==> src/rtl/keymat_pkg.sv <==
package keymat_pkg;

    localparam int EVT_W = 8;

    // Event byte layout; the field positions are part of the interface
    typedef struct packed {
        logic       rel;
        logic [2:0] row;
        logic [3:0] col;
    } key_evt_t;

endpackage

==> src/rtl/keymat_tick.sv <==
module keymat_tick #(
    parameter int unsigned DIV = 8
) (
    input  logic clk,
    input  logic rst_n,
    output logic tick
);
    localparam int unsigned CW = (DIV > 1) ? $clog2(DIV) : 1;
    localparam logic [CW-1:0] LAST = CW'(DIV - 1);

    typedef struct packed {
        logic [CW-1:0] cnt;
        logic          tick;
    } tick_st_t;

    tick_st_t st_d, st_q;

    always_comb begin
        st_d      = st_q;
        st_d.tick = (st_q.cnt == LAST);
        st_d.cnt  = (st_q.cnt == LAST) ? '0 : st_q.cnt + 1'b1;
    end

    always_ff @(posedge clk or negedge rst_n) begin
        if (!rst_n) st_q <= '0;
        else        st_q <= st_d;
    end

    assign tick = st_q.tick;

    generate
        if (DIV > 1) begin : g_gap_chk
            AST_TICK_GAP: assert property (@(posedge clk) disable iff (!rst_n)
                tick |=> !tick);
        end
    endgenerate

endmodule

==> src/rtl/keymat_fifo.sv <==
module keymat_fifo #(
    parameter int DEPTH = 16,
    parameter int W     = 8
) (
    input  logic         clk,
    input  logic         rst_n,
    input  logic         clr,
    input  logic         push,
    input  logic [W-1:0] push_data,
    input  logic         pop,
    output logic [W-1:0] head,
    output logic         empty,
    output logic         full
);
    localparam int AW = (DEPTH > 1) ? $clog2(DEPTH) : 1;
    localparam int CW = $clog2(DEPTH + 1);
    localparam logic [AW-1:0] PTR_LAST = AW'(DEPTH - 1);
    localparam logic [CW-1:0] CNT_MAX  = CW'(DEPTH);

    typedef struct packed {
        logic [DEPTH-1:0][W-1:0] mem;
        logic [AW-1:0]           rd;
        logic [AW-1:0]           wr;
        logic [CW-1:0]           cnt;
    } fifo_st_t;

    fifo_st_t st_d, st_q;
    logic push_ok, pop_ok;

    assign full    = (st_q.cnt == CNT_MAX);
    assign empty   = (st_q.cnt == '0);
    assign push_ok = push && !full;
    assign pop_ok  = pop && !empty;
    assign head    = st_q.mem[st_q.rd];

    always_comb begin
        st_d = st_q;
        if (clr) begin
            st_d.rd  = '0;
            st_d.wr  = '0;
            st_d.cnt = '0;
        end else begin
            if (push_ok) begin
                st_d.mem[st_q.wr] = push_data;
                st_d.wr = (st_q.wr == PTR_LAST) ? '0 : st_q.wr + 1'b1;
            end
            if (pop_ok) begin
                st_d.rd = (st_q.rd == PTR_LAST) ? '0 : st_q.rd + 1'b1;
            end
            case ({push_ok, pop_ok})
                2'b10:   st_d.cnt = st_q.cnt + 1'b1;
                2'b01:   st_d.cnt = st_q.cnt - 1'b1;
                default: st_d.cnt = st_q.cnt;
            endcase
        end
    end

    always_ff @(posedge clk or negedge rst_n) begin
        if (!rst_n) st_q <= '0;
        else        st_q <= st_d;
    end

    AST_NO_OVERFLOW: assert property (@(posedge clk) disable iff (!rst_n)
        (full && !pop && !clr) |=> full);
    AST_CNT_BOUND: assert property (@(posedge clk) disable iff (!rst_n)
        st_q.cnt <= CNT_MAX);

endmodule

==> src/rtl/keymat_sense.sv <==
module keymat_sense #(
    parameter int NR = 7,
    parameter int NC = 11
) (
    input  logic                  clk,
    input  logic                  rst_n,
    input  logic [NR-1:0][NC-1:0] rows,
    input  logic [NC-1:0]         strobe,
    output logic [NR-1:0]         sense
);
    generate
        for (genvar i = 0; i < NR; i++) begin : g_row
            assign sense[i] = |(rows[i] & strobe);
        end
    endgenerate

    AST_SENSE_IDLE: assert property (@(posedge clk) disable iff (!rst_n)
        (strobe == '0) |-> (sense == '0));
    AST_SENSE_NOKEY: assert property (@(posedge clk) disable iff (!rst_n)
        (rows == '0) |-> (sense == '0));

endmodule

==> src/rtl/keymat_engine.sv <==
module keymat_engine #(
    parameter int          NUM_STROBE  = 11,
    parameter int          NUM_SENSE   = 7,
    parameter int          NUM_SPECIAL = 5,
    parameter int          QUEUE_DEPTH = 16,
    parameter int unsigned TICK_DIV    = 7812500
) (
    input  logic                   clk,
    input  logic                   rst_n,
    input  logic                   clr_all,
    input  logic                   evt_valid,
    input  logic [7:0]             evt_code,
    input  logic [NUM_SPECIAL-1:0] invert_mask,
    input  logic [NUM_STROBE-1:0]  strobe,
    output logic [NUM_SENSE-1:0]   sense,
    output logic [NUM_SPECIAL-1:0] special_out,
    output logic                   q_full
);
    import keymat_pkg::*;

    localparam logic [2:0] SPECIAL_ROW = 3'(NUM_SENSE);
    localparam logic [3:0] COL_LIMIT   = 4'(NUM_STROBE);
    localparam logic [3:0] SPC_LIMIT   = 4'(NUM_SPECIAL);

    typedef struct packed {
        logic [NUM_SENSE-1:0][NUM_STROBE-1:0] rows;
        logic [NUM_SPECIAL-1:0]               spec;
    } eng_st_t;

    eng_st_t    st_d, st_q;
    key_evt_t   in_evt, head_evt;
    logic [EVT_W-1:0] head_raw;
    logic       in_ok, push, pop, tick, q_empty;

    assign in_evt = key_evt_t'(evt_code);
    assign in_ok  = ((in_evt.row < SPECIAL_ROW) && (in_evt.col < COL_LIMIT)) ||
                    ((in_evt.row == SPECIAL_ROW) && (in_evt.col < SPC_LIMIT));
    assign push   = evt_valid && in_ok;
    assign pop    = tick && !q_empty && !clr_all;
    assign head_evt = key_evt_t'(head_raw);

    keymat_tick #(.DIV(TICK_DIV)) i_tick (
        .clk   (clk),
        .rst_n (rst_n),
        .tick  (tick)
    );

    keymat_fifo #(.DEPTH(QUEUE_DEPTH), .W(EVT_W)) i_fifo (
        .clk       (clk),
        .rst_n     (rst_n),
        .clr       (clr_all),
        .push      (push),
        .push_data (evt_code),
        .pop       (pop),
        .head      (head_raw),
        .empty     (q_empty),
        .full      (q_full)
    );

    always_comb begin
        st_d = st_q;
        if (clr_all) begin
            st_d.rows = '0;
        end else if (pop) begin
            for (int r = 0; r < NUM_SENSE; r++) begin
                for (int c = 0; c < NUM_STROBE; c++) begin
                    if (head_evt.row == 3'(r) && head_evt.col == 4'(c))
                        st_d.rows[r][c] = !head_evt.rel;
                end
            end
            for (int n = 0; n < NUM_SPECIAL; n++) begin
                if (head_evt.row == SPECIAL_ROW && head_evt.col == 4'(n))
                    st_d.spec[n] = !head_evt.rel ^ invert_mask[n];
            end
        end
    end

    always_ff @(posedge clk or negedge rst_n) begin
        if (!rst_n) st_q <= '0;
        else        st_q <= st_d;
    end

    keymat_sense #(.NR(NUM_SENSE), .NC(NUM_STROBE)) i_sense (
        .clk    (clk),
        .rst_n  (rst_n),
        .rows   (st_q.rows),
        .strobe (strobe),
        .sense  (sense)
    );

    assign special_out = st_q.spec;

    AST_APPLY_ON_TICK: assert property (@(posedge clk) disable iff (!rst_n)
        (!tick && !clr_all) |=> $stable(st_q.rows));
    AST_CLEAR_ROWS: assert property (@(posedge clk) disable iff (!rst_n)
        clr_all |=> (st_q.rows == '0));
    AST_SPECIAL_ON_TICK: assert property (@(posedge clk) disable iff (!rst_n)
        (!tick || clr_all) |=> $stable(st_q.spec));
    AST_CLEAR_EMPTIES: assert property (@(posedge clk) disable iff (!rst_n)
        clr_all |=> !q_full);

endmodule

==> config.mk <==
export PLATFORM = sky130hd
export DESIGN_NAME = keymat_engine
export DESIGN_NICKNAME = d
export VERILOG_FILES = /design/src/rtl/keymat_pkg.sv /design/src/rtl/keymat_tick.sv /design/src/rtl/keymat_fifo.sv /design/src/rtl/keymat_sense.sv /design/src/rtl/keymat_engine.sv
export SDC_FILE = /design/constraint.sdc
export NUM_CORES = 1
export LEC_CHECK = 0
export ABC_AREA = 1
export ABC_CLOCK_PERIOD_IN_PS = 4500
export BUFFER_PORTS_ARGS = -buffer_cell sky130_fd_sc_hd__buf_2
export CAP_MARGIN = 20
export CELL_PAD_IN_SITES_DETAIL_PLACEMENT = 1
export CELL_PAD_IN_SITES_GLOBAL_PLACEMENT = 1
export CORE_AREA = 8 8 218 220
export DETAILED_ROUTE_END_ITERATION = 8
export DIE_AREA = 0 0 226 228
export GPL_TIMING_DRIVEN = 0
export PLACE_DENSITY = 0.56
export SLEW_MARGIN = 20
export SYNTH_ARGS = -nofsm -noshare
export SYNTH_HDL_FRONTEND = slang
export SYNTH_SLANG_ARGS = --single-unit
==> constraint.sdc <==
create_clock -name clk -period 4.5 [get_ports clk]
set_input_delay 0.225 -clock clk [delete_from_list [all_inputs] [get_ports clk]]
set_output_delay 0.225 -clock clk [all_outputs]
set_load 0.1 [all_outputs]
==> results.cfg <==
[logic_synthesis]
postSynthCellCount = 1728
synth_warnings = 0
synth_cell_types = 40
synth_seq_cells = 247
syn_avg_cell_area_um2 = 7.57
synth_fp_nets = 1764
async_flop_share = 1.00
synth_edf_count = 0
ys_seq_area_frac = 0.473
netlist_area_um2 = 13100
synth_flop_cell = dfrtp_1

[sta]
setup_ws_ns = 1.48
setup_violations = 0
slew_headroom = 0.451
hold_viol_final = 0
rsz0062_at_grt = no
clock.fmax_mhz = 331
tightestPinTransition_ns = 0.823
fin_crit_sh = 0.672
period_minus_slack_ns = 3.02
skew_ns = 0.0170
maxSlewViolCount = 0

[hold_path]
hp-start = evt_code[7]
min_path_cells = 3
worstHoldEndpoint = i_fifo.st_q[44]
hold_class = in2reg

[detailed_routing]
wl_per_cell_um = 19.9
drc = 0
vias = 11929
viasPerCell = 4.91
wirelength_um = 48400
drt-pass1-iter-count = 5
ant_nets = 0
dr.first_iter.drc_count = 754

[clock_tree]
cts_buffers = 34
clkLatencyLatePin_ns = 0.53
cts_root_buf = clkbuf_16
cts_tree = built
clock-sinks = 247
path_clk_slew_ns = 0.05
clk_path_buf_depth = 3
cts_resized = 0
cts_setup_buffers = 0
ctsHoldBuffers = 6
htree_levels = 2

[layout]
final_cell_mix = 555 x nand2_1, 247 x dfrtp_1, 168 x nor2_1, 167 x o21ai_0, 137 x inv_1
nNetsFinal = 1849
final_common_cell = nand2_1
final_cells = 2428
syn_to_final_growth_pct = 16.7
num_antenna_cells = 0
drive_gt1_frac = 0.105
final_util = 0.348

[placement]
dp_hpwl_um = 34000
post-place-ws_ns = 1.44
numPlacedInstances = 2363
port_buffers = 40
place_congestion = 0.789

[critical_path]
reg2reg_depth = 9
worst_ep_arrival_time_ns = 3.48
r2r-start = i_fifo.st_q[0]
slowest_stage = nor2_1
crit_path_max_fanout = 10
crit_path_cell_trace = nor2_1, nand3_1, nand2_2, nor2_1, inv_1, nor2_2, clkbuf_1, nand3_1, nand2_1
max_stage_delay_ns = 0.62
critPathCaptureType = register
cp-start-kind = register
worstSetupStartpoint = i_fifo.st_q[0]
reg2reg_to = st_q[32]
crit_buf_inv = 2
cp_top_family = simple AND/OR/NAND/NOR gates
rrSetupSlack_ns = 1.48
worst_ep_required_time_ns = 4.96
timing.setup.critical_path_class = reg2reg

[die]
core_area_um2 = 43800
start_util = 0.298
pin_count = 41
dieArea_um2 = 51500
die_h_um = 228
die_w_um = 226
rows = 77

[power]
ir_drop_v = 0.000224
power_density_nw_per_um2 = 381
p_leak_nw = 7.01

[status]
status = finished clean

[global_route]
grt_max_degree = 67
grt_pass1_vias = 12304
grt_usage = 0.190
grt_pass1_wl_um = 75900
antenna_found_initial = 0
grt_overflow = 0

[flow_run]
cap_viol_max_count = 0
[stage by stage]
| step | instance area (µm²) | total power [W] | TNS (ns) | hold slack [ns] |
|---|---|---|---|---|
| after detailed placement | 14100 | 0.00319 | 0 | 0.222 |
| after global placement | 14000 | 0.00317 | -475.93 | 0.461 |
| after CTS | 15300 | 0.00592 | 0 | 0.0979 |
| after global routing | 15300 | 0.00608 | 0 | 0.126 |
| after floorplan | 13100 | 0.00286 | 0 | -0.0706 |
| final | 15300 | 0.00582 | 0 | 0.115 |
[per-layer routing]
layer | global-route usage | routed length [µm] | share of wire
met5 | 0 | 0 | 0
met4 | 0.0544 | 1160 | 0.024
met3 | 0.0245 | 1770 | 0.037
met2 | 0.295 | 21800 | 0.45
met1 | 0.274 | 23600 | 0.49
[flip-flops by register name, indices dropped and copies added (netlist names)]
signal	count
st_q	77
special_out	5
i_tick.tick	1
i_fifo.st_q	141
i_tick.st_q	23
[worst register-to-register path: stages (launching register included)]
cell      delay [ns]
dfrtp_1         0.43
nor2_1          0.09
nand3_1         0.12
nand2_2         0.18
nor2_1          0.62
inv_1           0.33
nor2_2          0.34
clkbuf_1        0.59
nand3_1         0.17
nand2_1         0.10
[power breakdown]
part           leakage, nW  switching, W  internal [W]  total (W)
sequential            3.40     0.0000546       0.00231    0.00237
clock                0.533       0.00104       0.00163    0.00268
combinational         3.07      0.000582      0.000192   0.000774
[cells in the mapped netlist, types with 13 or more instances]
master,count,share of area
o21ai_1,35,0.013
nand2_4,13,0.011
nand2_1,555,0.16
a21oi_1,40,0.015
xor2_1,19,0.013
buf_2,15,0.0057
nor2_1,168,0.048
inv_1,137,0.039
clkbuf_1,45,0.013
o211ai_1,14,0.0080
o21ai_0,167,0.064
nor3_1,18,0.0069
dfrtp_1,247,0.47
inv_2,13,0.0037
nand4_1,21,0.010
nand3_1,116,0.044
[logic make-up after synthesis]
logic type,after synthesis,share of synthesized area
AO/OA/AOI/OAI,279,0.115
XOR/XNOR,20,0.0134
adder cells (fa/ha/maj),8,0.00766
buffers and inverters,234,0.0759
flip-flops,247,0.473
AND/OR/NAND/NOR,940,0.315
[worst max-delay path by stage]
stage	endpoint	slack [ns]	cells after the start
final	st_q[32]	1.48	9
after global routing	st_q[18]	1.24	9
after CTS	st_q[19]	1.44	9
after detailed placement	st_q[19]	1.44	9
after global placement	i_tick.st_q[8]	-1.95	1
after floorplan	sense[0]	2.39	2
[area by class of cell]
cell class	instances	area (µm²)
tap	592	741
clock buffer	56	1040
clock inverter	3	43.8
fill	5378	28600
inverter	158	602
multi-input combinational	1247	5900
buffer	76	390
timing repair buffer	49	353
sequential	247	6180
Power figures use the tool's default switching activity.
